===== config.mk =====
export PLATFORM = sky130hd
export DESIGN_NAME = svc_watchdog
export DESIGN_NICKNAME = d
export VERILOG_FILES = /design/src/rtl/wdt_pkg.sv /design/src/rtl/wdt_key_fsm.sv /design/src/rtl/wdt_prescaler.sv /design/src/rtl/wdt_countdown.sv /design/src/rtl/svc_watchdog.sv
export SDC_FILE = /design/constraint.sdc
export NUM_CORES = 1
export LEC_CHECK = 0
export BUFFER_PORTS_ARGS = -buffer_cell sky130_fd_sc_hd__buf_2
export CAP_MARGIN = 20
export CORE_ASPECT_RATIO = 0.8
export CORE_UTILIZATION = 50
export DETAILED_ROUTE_END_ITERATION = 10
export GPL_ROUTABILITY_DRIVEN = 0
export PLACE_DENSITY = 0.78
export SLEW_MARGIN = 20
export SYNTH_ARGS = -nofsm -noshare
export SYNTH_HDL_FRONTEND = slang
export SYNTH_HIERARCHICAL = 1
export SYNTH_SLANG_ARGS = --single-unit

===== constraint.sdc =====
create_clock -name clk -period 2.4 [get_ports clk]
set_input_delay 0.24 -clock clk [delete_from_list [all_inputs] [get_ports clk]]
set_output_delay 0.24 -clock clk [all_outputs]
set_load 0.05 [all_outputs]

===== src/rtl/wdt_pkg.sv =====
package wdt_pkg;
    localparam int CNT_W = 16;
    localparam logic [CNT_W-1:0] KEY_FIRST  = 16'h556C;
    localparam logic [CNT_W-1:0] KEY_SECOND = 16'hAA39;
    localparam logic [7:0] OFS_CTRL  = 8'h04;
    localparam logic [7:0] OFS_COUNT = 8'h08;
    localparam logic [7:0] OFS_SVC   = 8'h0E;

    typedef enum logic {KEY_IDLE, KEY_ARMED} key_state_e;
    typedef enum logic {CFG_OPEN, CFG_LOCKED} cfg_state_e;

    typedef struct packed {
        logic [CNT_W-1:0] tc;
        logic             en;
        logic             sel;
        logic             pre;
    } ctrl_t;
endpackage


===== src/rtl/wdt_key_fsm.sv =====
module wdt_key_fsm
    import wdt_pkg::*;
(
    input  logic             clk,
    input  logic             rst_n,
    input  logic             wr,
    input  logic [CNT_W-1:0] data,
    output logic             svc_ok
);
    key_state_e state_q, state_d;

    always_ff @(posedge clk or negedge rst_n) begin
        if (!rst_n) state_q <= KEY_IDLE;
        else        state_q <= state_d;
    end

    always_comb begin
        state_d = state_q;
        if (wr) begin
            unique case (state_q)
                KEY_IDLE:  state_d = (data == KEY_FIRST) ? KEY_ARMED : KEY_IDLE;
                KEY_ARMED: state_d = (data == KEY_FIRST) ? KEY_ARMED : KEY_IDLE;
                default:   state_d = KEY_IDLE;
            endcase
        end
    end

    always_comb begin
        svc_ok = wr && (state_q == KEY_ARMED) && (data == KEY_SECOND);
    end


    key_idle_chk: assert property (@(posedge clk) disable iff (!rst_n)
        (wr && data != KEY_FIRST) |=> (state_q == KEY_IDLE));
endmodule


===== src/rtl/wdt_prescaler.sv =====
module wdt_prescaler #(
    parameter int LOG2 = 16
) (
    input  logic clk,
    input  logic rst_n,
    input  logic run,
    input  logic bypass,
    input  logic restart,
    output logic tick
);
    logic [LOG2-1:0] pcnt_q;

    always_ff @(posedge clk or negedge rst_n) begin
        if (!rst_n)                          pcnt_q <= '0;
        else if (restart || !run || bypass)  pcnt_q <= '0;
        else                                 pcnt_q <= pcnt_q + 1'b1;
    end

    assign tick = run && (bypass || (&pcnt_q));


    tick_gap_chk: assert property (@(posedge clk) disable iff (!rst_n)
        (run && !bypass && !restart && tick) |=> !tick);
endmodule


===== src/rtl/wdt_countdown.sv =====
module wdt_countdown #(
    parameter int W = 16
) (
    input  logic         clk,
    input  logic         rst_n,
    input  logic         load,
    input  logic [W-1:0] load_val,
    input  logic         tick,
    input  logic         svc,
    input  logic         hold_flag,
    output logic [W-1:0] count,
    output logic         expired
);
    always_ff @(posedge clk or negedge rst_n) begin
        if (!rst_n)                    count <= '1;
        else if (load)                 count <= load_val;
        else if (tick && count != '0)  count <= count - W'(1);
    end

    always_ff @(posedge clk or negedge rst_n) begin
        if (!rst_n)                 expired <= 1'b0;
        else if (svc && !hold_flag) expired <= 1'b0;
        else if (count == '0)       expired <= 1'b1;
    end


    zero_hold_chk: assert property (@(posedge clk) disable iff (!rst_n)
        (count == '0 && !load) |=> (count == '0));
endmodule


===== src/rtl/svc_watchdog.sv =====
module svc_watchdog
    import wdt_pkg::*;
#(
    parameter int PRESCALE_LOG2 = 16,
    parameter bit POR_ENABLED   = 1'b0,
    parameter int ADDR_W        = 8
) (
    input  logic              clk,
    input  logic              rst_n,
    input  logic              wr_en,
    input  logic [ADDR_W-1:0] addr,
    input  logic [31:0]       wdata,
    output logic [31:0]       rdata,
    output logic              rst_req,
    output logic              irq
);
    localparam logic [ADDR_W-1:0] A_CTRL  = ADDR_W'(OFS_CTRL);
    localparam logic [ADDR_W-1:0] A_COUNT = ADDR_W'(OFS_COUNT);
    localparam logic [ADDR_W-1:0] A_SVC   = ADDR_W'(OFS_SVC);

    cfg_state_e       cfg_q, cfg_d;
    ctrl_t            ctrl_q;
    logic             ctrl_wr, svc_wr, accept, svc_ok, load, tick, expired;
    logic [CNT_W-1:0] tc_new, load_val, count;

    assign ctrl_wr = wr_en && (addr == A_CTRL);
    assign svc_wr  = wr_en && (addr == A_SVC);
    assign accept  = ctrl_wr && (cfg_q == CFG_OPEN);
    assign tc_new  = (wdata[31:16] == '0) ? CNT_W'(1) : wdata[31:16];

    always_ff @(posedge clk or negedge rst_n) begin
        if (!rst_n) cfg_q <= CFG_OPEN;
        else        cfg_q <= cfg_d;
    end

    always_comb begin
        cfg_d = cfg_q;
        unique case (cfg_q)
            CFG_OPEN:   if (accept) cfg_d = CFG_LOCKED;
            CFG_LOCKED: cfg_d = CFG_LOCKED;
            default:    cfg_d = CFG_OPEN;
        endcase
    end

    always_ff @(posedge clk or negedge rst_n) begin
        if (!rst_n) begin
            ctrl_q <= '{tc: '1, en: POR_ENABLED, sel: 1'b1, pre: 1'b1};
        end else if (accept) begin
            ctrl_q <= '{tc: tc_new, en: wdata[2], sel: wdata[1], pre: wdata[0]};
        end
    end

    assign load     = accept || svc_ok;
    assign load_val = accept ? tc_new : ctrl_q.tc;

    wdt_key_fsm u_key (
        .clk    (clk),
        .rst_n  (rst_n),
        .wr     (svc_wr),
        .data   (wdata[CNT_W-1:0]),
        .svc_ok (svc_ok)
    );

    wdt_prescaler #(.LOG2(PRESCALE_LOG2)) u_pre (
        .clk     (clk),
        .rst_n   (rst_n),
        .run     (ctrl_q.en),
        .bypass  (!ctrl_q.pre),
        .restart (load),
        .tick    (tick)
    );

    wdt_countdown #(.W(CNT_W)) u_cnt (
        .clk       (clk),
        .rst_n     (rst_n),
        .load      (load),
        .load_val  (load_val),
        .tick      (tick),
        .svc       (svc_ok),
        .hold_flag (ctrl_q.sel),
        .count     (count),
        .expired   (expired)
    );

    always_comb begin
        rdata   = '0;
        rst_req = expired && ctrl_q.sel;
        irq     = expired && !ctrl_q.sel;
        if (addr == A_CTRL)       rdata = {ctrl_q.tc, 13'b0, ctrl_q.en, ctrl_q.sel, ctrl_q.pre};
        else if (addr == A_COUNT) rdata = {{(32-CNT_W){1'b0}}, count};
    end


    lock_chk: assert property (@(posedge clk) disable iff (!rst_n)
        (cfg_q == CFG_LOCKED) |=> $stable(ctrl_q));


    first_load_chk: assert property (@(posedge clk) disable iff (!rst_n)
        accept |=> (count == $past(tc_new)));


    sticky_rst_chk: assert property (@(posedge clk) disable iff (!rst_n)
        (cfg_q == CFG_LOCKED && rst_req) |=> rst_req);
endmodule


## After elaboration in Yosys (flattened, before gate mapping)

Cells that the tools add are included.

| word-level totals | value |
|---|---|
| register bits after elaboration | 54 |
| output and inout bits | 34 |
| word-level logic and storage cells | 52 |

| cells by class | value |
|---|---|
| muxes and demuxes | 12 |
| add/sub/neg operators | 2 |
| equality and inequality tests | 5 |
| bitwise logic cells | 1 |
| reduce and logical (&&, ||, !) cells | 23 |

Operators by type and width:

| operator | count |
|---|---|
| 2-to-1 mux 16 bit | 6 |
| logical NOT 16 bit | 2 |
| 2-to-1 mux 32 bit | 1 |
| adder 16 x 1 -> 16 bit (second input constant) | 1 |
| equality test 16 x 15 -> 1 bit (second input constant) | 1 |
| equality test 16 bit (second input constant) | 1 |
| equality test 8 x 4 -> 1 bit (second input constant) | 2 |
| AND reduction 16 bit | 1 |
| nonzero test 16 bit | 1 |
| subtractor 16 x 1 -> 16 bit (second input constant) | 1 |
| logical AND 1 bit | 10 |
| equality test 8 x 3 -> 1 bit (second input constant) | 1 |
| logical OR 1 bit | 4 |
| 2-to-1 mux 1 bit | 4 |
| nonzero test 2 bit | 2 |
| logical NOT 1 bit | 3 |
| one-hot mux 1 bit (2 select lines) | 1 |
| inverter 1 bit | 1 |

## Longest topological paths before layout

Gate-level depths: netlist of run 1.

| logic depth | value |
|---|---|
| depth in word-level cells | 8 |
| mapped depth | 10 |
| gate-level depth less buffers | 9 |

## Cells and area by module

The synthesis of run 1 kept the hierarchy.

By module, submodules not included:

| module | seq. area each (um^2) | times used | area an instance (um^2) | cells an instance |
|---|---|---|---|---|
| svc_watchdog | 523.0 | 1 | 1472.7 | 113 |
| wdt_countdown | 445.4 | 1 | 1152.4 | 127 |
| wdt_prescaler | 400.4 | 1 | 815.8 | 86 |
| wdt_key_fsm | 25.0 | 1 | 123.9 | 14 |

## Worst setup path after synthesis of run 1

No wires, ideal clock.

| path | value |
|---|---|
| kind | input-to-reg |
| start | in addr[0] |
| end | reg u_cnt.count[3] |
| data required time | 2340 ps |
| stages on the path | 10 |
| arrival time | 2544 ps |
| path buffers | 2 |
| slack | -204 ps |
| setup time | 60 ps |
| cell sequence | or4b_4 -> nor4_1 -> nand4_1 -> nor4_1 -> nand2b_1 -> clkbuf_1 -> clkbuf_1 -> a21oi_1 -> o31ai_1 -> o21a_1 |

| between the ends | value |
|---|---|
| cells in the longest elaborated chain, start to end | 6 |
| elaborated cells between the ends (all ways) | 11 |
| classes of those cells | eq/ne (2); mux (2); reduce/logical (7) |

Ends and longest elaborated chain:

| element | RTL line | RTL |
|---|---|---|
| start, declared | svc_watchdog.sv:11 | `input logic [ADDR_W-1:0] addr,` |
| equality test 8 x 4 -> 1 bit * | svc_watchdog.sv:27 | `assign svc_wr = wr_en && (addr == A_SVC);` |
| logical AND 1 bit * | svc_watchdog.sv:27 |  |
| net svc_wr | svc_watchdog.sv:23 | `logic ctrl_wr, svc_wr, accept, svc_ok, load, tick, expired;` |
| logical AND 1 bit * (2 in a row) | wdt_key_fsm.sv:29 | `svc_ok = wr && (state_q == KEY_ARMED) && (data == KEY_SECOND);` |
| net svc_ok | svc_watchdog.sv:23 |  |
| logical OR 1 bit * | svc_watchdog.sv:53 | `assign load = accept \|\| svc_ok;` |
| net load | svc_watchdog.sv:23 |  |
| 2-to-1 mux 16 bit or nonzero test 2 bit (tied branches) | n/a |  |
| end signal, assigned | wdt_countdown.sv:16 | `else if (load) count <= load_val;` |
| end signal, assigned | wdt_countdown.sv:17 | `else if (tick && count != '0) count <= count - W'(1);` |
| end, declared | wdt_countdown.sv:11 | `output logic [W-1:0] count,` |

Mark *: on every way through the listed nets, which the timed path passes. The rest lies on a longest branch.
A chain may end at the register's enable or synchronous reset.

## Final worst setup path of run 1

| path | value |
|---|---|
| start | reg u_pre.pcnt_q[1] |
| end | reg u_cnt.count[11] |

| between the ends | value |
|---|---|
| cells in the longest elaborated chain, start to end | 5 |

Ends and longest elaborated chain:

| element | RTL line | RTL |
|---|---|---|
| start, declared | wdt_prescaler.sv:11 | `logic [LOG2-1:0] pcnt_q;` |
| start signal, assigned | wdt_prescaler.sv:16 | `else pcnt_q <= pcnt_q + 1'b1;` |
| AND reduction 16 bit | wdt_prescaler.sv:19 | `assign tick = run && (bypass \|\| (&pcnt_q));` |
| logical OR 1 bit | wdt_prescaler.sv:19 |  |
| logical AND 1 bit | wdt_prescaler.sv:19 |  |
| net tick | svc_watchdog.sv:23 |  |
| logical AND 1 bit | wdt_countdown.sv:17 |  |
| nonzero test 2 bit (no source line) | n/a |  |

The timed path passes the listed nets, and every way through them passes these cells.

==> run metrics, run 1 <==
status finished clean; Async S/R FF share, synth between 90% and 100%; CP cell instances ha_1 -> nand3_1 -> nor2_2 -> nand3_1 -> o21ai_2 -> or4b_4 -> nor4_4 -> mux2i_1 -> o21ai_1; Max IR drop VDD slightly below 0.4 mV; slew margin rel. a little under three fifths; pre-CTS setup slack -193 ps; fin worst setup slack 121 ps; cell taking the most area after synthesis dfstp_2; Synth Register Bits 54; crit path launch type register; max-cap viol count 0; clock buffer count from CTS 5; Period minus WS final around 2300 ps; Final setup viols 0; DRC Markers 0; Port Buffer Count 76; Cell Rows 27; Post-synth EDFFs 0; largest net degree at the start of global routing 27; Yosys top cell area share 25.1%; Die H between 70 and 80 um; Initial DRC Count around 240; type of the most critical hold path in2reg; CP max-delay cell or4b_4; Hold Vio Cnt, Final 0; Slew @ Worst Pin 641 ps; IO Pins 77; Core Area 6890 sq um; initial antenna violation count 0; H-tree Lvls 2; per-cell routed wire length 15.4 um; Avg Synthesized Cell Area 10.5 sq um; WL final slightly above 8000 um; max-slew violations 0; 1st-pass router iterations 5; design area about 4400 sq um; Final #Nets about 490; most used cell along the critical path nand3_1; CTS root buf clkbuf_8; synth top area cells dfstp_2 25%, dfrtp_1 14%, mux2_4 12%, nor4_4 3.0%, and3_1 2.8%; DR vias/cell just under 6; CP max FO 3; Max Clock Skew roughly 8.5 ps; CTS Buffer Depth 2; Detail Route Antenna Nets 0; Tcrit/Tclk final a little over nine tenths; library cells used by synthesis 61; Worst R2R Setup Slack about 120 ps; DP Area 4210 sq um; die area about 7500 sq um; most frequent cell after synthesis dfstp_2; die width roughly 96 um; vias in the first global route 2,874; CTS tree built; syn_nets about 390; Cells after Synth 340; Critical Path Max Stage Delay roughly 510 ps; Vias roughly 3,000; P_leak 2.12 nW; share of layout cells above drive strength 1 a little under half; gr ovfl total 0; CP Data Arrival Time 2520 ps; GRT Total Usage between 20% and 30%; Synth Flop Type dfstp_2; Seq. cell area 1390 sq um; CP required ~2700 ps; post-synthesis sequential area ratio around two fifths; Worst-path clk slew around 100 ps; RSZ-0062 raised after global routing true; f_max roughly 440 MHz; area of the multi-input gates just over 2000 sq um; Area Growth Syn to Fin 22.3%; synthesized area 3560 sq um; Initial Utilization approximately 52%; fill count 570; setup bufs post-CTS 0; Ant. Diodes 0; Detail Placement HPWL roughly 6100 um; Critical Path End Type register; Commonest cells post-synth 34 x dfstp_2, 29 x mux2_4, 26 x nor2_1, 20 x dfrtp_1, 20 x nand2_1; Sink Count 54; first-pass GRT wire length 13,600 um; kind of critical path reg2reg; P per Cell Area around 470 nW/um^2; clk_lat worst skew just over 300 ps; Synth Warn # 6
==> area by class of cell <==
cell class,instances,area share [%]
Inverter,15,1.29
Multi-Input combinational cell,256,47.3
Tap cell,87,2.50
Timing Repair Buffer,108,14.4
Clock inverter,3,1.00
Clock buffer,5,1.58
Sequential cell,54,32.0
==> cell families (layout without fill, tap and decap cells) <==
family | after synthesis | count (layout) | synth area share (%)
AO/OA/AOI/OAI | 45 | 45 | 8.56
XOR/XNOR | 9 | 9 | 2.21
adder cells (fa/ha/maj) | 2 | 2 | 0.702
AND/OR/NAND/NOR | 160 | 160 | 30.0
flip-flops | 54 | 54 | 39.1
buffers and inverters | 30 | 131 | 3.90
multiplexers | 40 | 40 | 15.5
==> flip-flops by register name, summed over array words and instances (netlist names) <==
signal and count:
ctrl_q 19, cfg_q 1, u_key/state_q 1, u_cnt/expired 1, u_pre/pcnt_q 16, u_cnt/count 16
==> per-stage QoR <==
step           hold WS [ps]  setup TNS (ps)  util (%)  instances  power (mW)
2_1_floorplan         -55.6               0         -        340        1.29
3_3_place_gp            227           -1540      61.1        519        1.42
3_5_place_dp            221           -3690      61.1        519        1.43
4_1_cts                 171               0      62.9        528        2.06
5_1_grt                 174          -0.274      63.3        528        2.15
6_report                179               0      63.3        528        2.06
==> cells in the final DEF, fill, tap and decap left out, types with 5 or more instances in the layout <==
cell type and count:
nor4_1 6, clkbuf_8 5, nor2_1 25, nand3_1 16
buf_2 76, and3_1 16, mux2_4 29, nor3_1 7
inv_1 15, dfrtp_1 20, a21oi_1 13, xnor2_1 7
nand2_1 20, o21ai_0 8, or3_1 5, buf_4 30
mux2_2 7, and2_1 15, nand4_1 7, nor4_4 5
dfstp_2 34
==> worst paths after layout <==
path,startpoint,to,cells past startpoint
max in group asynchronous,rst_n,u_cnt/count[5]$_DFFE_PN1P_,3
min in group asynchronous,rst_n,u_key/state_q$_DFFE_PN0P_,2
hold / removal,wdata[1],ctrl_q[1]$_DFFE_PN1P_,2
setup / recovery,u_pre/pcnt_q[1]$_DFF_PN0_,u_cnt/count[11]$_DFFE_PN1P_,9
setup reg to reg,u_pre/pcnt_q[1]$_DFF_PN0_,u_cnt/count[11]$_DFFE_PN1P_,9
hold reg to reg,cfg_q$_DFF_PN0_,cfg_q$_DFF_PN0_,1
==> layer usage <==
layer	wire, um	GRT usage (%)
met5	0	0
met1	3900	33.7
met4	90	6.18
met2	3630	35.0
met3	507	4.12
==> what timing repair did <==
action                                 in CTS  in global routing
endpoints found under the hold margin       2                  0
setup endpoints to repair                   0                 14
resized for setup                           0                  5
hold buffers                                1                  0
==> power breakdown <==
group / switching (mW) / total (mW) / internal (mW)
Sequential: 0.106 / 1.13 / 1.03
Clock: 0.312 / 0.625 / 0.313
Combinational: 0.149 / 0.305 / 0.156
==> critical path, delay by kind of cell (launching register included) <==
kind	cells	cell delay, ps
AO/OA/AOI/OAI	2	230
AND/OR/NAND/NOR	5	1150
multiplexers	1	280
adder cells (fa/ha/maj)	1	170
flip-flops	1	380
(Power assumes the default switching activity.)
==> run 2, diff against run 1 <==
==> constraint.sdc (replaced) <==
create_clock -name clk -period 2.4 [get_ports clk]
set_input_delay 0.12 -clock clk [delete_from_list [all_inputs] [get_ports clk]]
set_output_delay 0.12 -clock clk [all_outputs]
set_load 0.05 [all_outputs]
==> run 2 against run 1 <==
Register-to-register slack got worse by 80 ps. Fmax decreased by 3.6%. Routed wire length increased by 2.7%. Cell count increased by 0.19%. Via count increased by 0.33%. Worst hold slack got worse by 120 ps. Sequential cell count unchanged. Combinational power decreased by 2%. Largest power group unchanged. Critical endpoint unchanged. Worst setup slack got worse by 84 ps. Final area increased by 1.2%.
==> run metrics, run 2 (synthesis results as in run 1) <==
WL final around 8300 um; Vias approximately 3,000; CP max-delay cell or4b_4; 1st-pass router iterations 5; CTS tree built; Critical Path Max Stage Delay 510 ps; Max IR drop VDD about 0.33 mV; Final setup viols 0; Overall Power just over 2 mW; max FFs per register 19; Final #Nets between 400 and 500; GRT Total Usage between 20% and 30%; Die H a little under 80 um; clk_lat worst skew about 310 ps; Cell Rows 27; die area 7470 sq um; kind of critical path reg2reg; fin cells 529; largest net degree at the start of global routing 33; DR vias/cell 5.78; Ant. Diodes 0; Largest Register ctrl_q; CP required 2640 ps; DRC Markers 0; P per Cell Area 459 nW/um^2; Sink Count between 50 and 60; Detail Route Antenna Nets 0; slew margin rel. about 58%; gr ovfl total 0; H-tree Lvls 2; Core Area between 6000 and 7000 sq um; most common cell after layout, fill and taps aside buf_2; CTS root buf clkbuf_8; crit path launch type register; RSZ-0062 raised after global routing true; leading registers by flop count ctrl_q (19), u_cnt/count (16), u_pre/pcnt_q (16); Initial Utilization between 50 and 60%; status finished clean; Worst-path clk slew about 90 ps; Hold Vio Cnt, Final 0; IO Pins 77; Port Buffer Count 76; CP max FO 3; Critical Path End Type register; P_leak 2.12 nW; per-cell routed wire length 15.8 um; max-slew violations 0; initial antenna violation count 0; CP cell instances ha_2 -> nand3_4 -> nor2_4 -> nand3_2 -> o21ai_2 -> or4b_4 -> nor4_4 -> mux2i_1 -> o21ai_1; Slew @ Worst Pin approximately 630 ps; most frequent cells in the layout 76 x buf_2, 34 x dfstp_2, 29 x mux2_4, 29 x buf_4, 24 x nor2_1; CP Data Arrival Time 2600 ps; max-cap viol count 0; Area Growth Syn to Fin 23.8%; Detail Placement HPWL ~6300 um; Max Clock Skew between 4 and 5 ps; die width 96.4 um; CTS Buffer Depth 2; vias in the first global route around 2,900; Period minus WS final about 2400 ps; Tcrit/Tclk final between 90% and 100%; first-pass GRT wire length 14,100 um; f_max roughly 420 MHz; Placed Cells 517; Initial DRC Count between 200 and 250; share of layout cells above drive strength 1 between 40% and 50%; clock buffer count from CTS 5; type of the most critical hold path in2reg
## run 2: critical path: cells and delay by family, from the launching register on
family | cells | cell delay (ps)
DFF | 1 | 380
and+or+nand+nor | 5 | 1200
muxes | 1 | 240
adders and majority gates | 1 | 230
AOI/OAI and AO/OA | 2 | 250
## run 2: metrics by stage
| stage | util, % | setup slack, ps | instance area [sq um] | TNS, ps | hold WS (ps) |
|---|---|---|---|---|---|
| finish | 64.0 | 37.0 | 4410 | 0 | 62.4 |
| global route | 64.0 | -49.0 | 4410 | -54.1 | 52.0 |
| CTS | 63.2 | 25.4 | 4350 | 0 | 52.0 |
| detailed placement | 61.5 | -113 | 4240 | -680 | 126 |
| global placement | 61.5 | 17.1 | 4240 | 0 | 119 |
| floorplan | - | 26.4 | 3580 | 0 | -176 |
## run 2: timing repair
item                                    4_1_cts  5_1_grt
hold buffers                                  1        0
endpoints found under the hold margin        20        0
setup buffers                                 0        3
gates resized for setup                       0        9
endpoints found under the setup margin        0        7
## run 2: where the power goes
group	internal (mW)	switching, mW
Combinational	0.154	0.146
Clock	0.312	0.289
Sequential	1.03	0.101
Total	1.49	0.536
## run 2: cell type report
| class | count | area [sq um] |
|---|---|---|
| clock buffers | 7 | 76.3 |
| clock inverters | 1 | 30.0 |
| multi-input cells | 256 | 2080 |
| well taps | 87 | 109 |
| inverters | 15 | 56.3 |
| flip-flops and latches | 54 | 1400 |
| fillers | 557 | 2480 |
| repair buffers | 109 | 668 |
## run 2: worst paths after layout
kind	from	end	slack, ps	cells after the start
setup reg to reg	u_pre/pcnt_q[0]$_DFF_PN0_	u_cnt/count[11]$_DFFE_PN1P_	40	9
min in group asynchronous	rst_n	u_key/state_q$_DFFE_PN0P_	300	2
hold / removal	wdata[2]	ctrl_q[2]$_DFFE_PN0P_	60	2
setup / recovery	u_pre/pcnt_q[0]$_DFF_PN0_	u_cnt/count[11]$_DFFE_PN1P_	40	9
max in group asynchronous	rst_n	u_cnt/count[13]$_DFFE_PN1P_	1250	3
hold reg to reg	cfg_q$_DFF_PN0_	cfg_q$_DFF_PN0_	470	1
## run 2: layer usage
| layer | up-vias | share of wire (%) | track usage [%] |
|---|---|---|---|
| met2 | 103 | 45 | 36.2 |
| li1 | 1452 | - | - |
| met4 | 0 | 1.1 | 6.62 |
| met1 | 1495 | 48 | 35.4 |
| met5 | - | 0 | 0 |
| met3 | 8 | 5.9 | 4.41 |
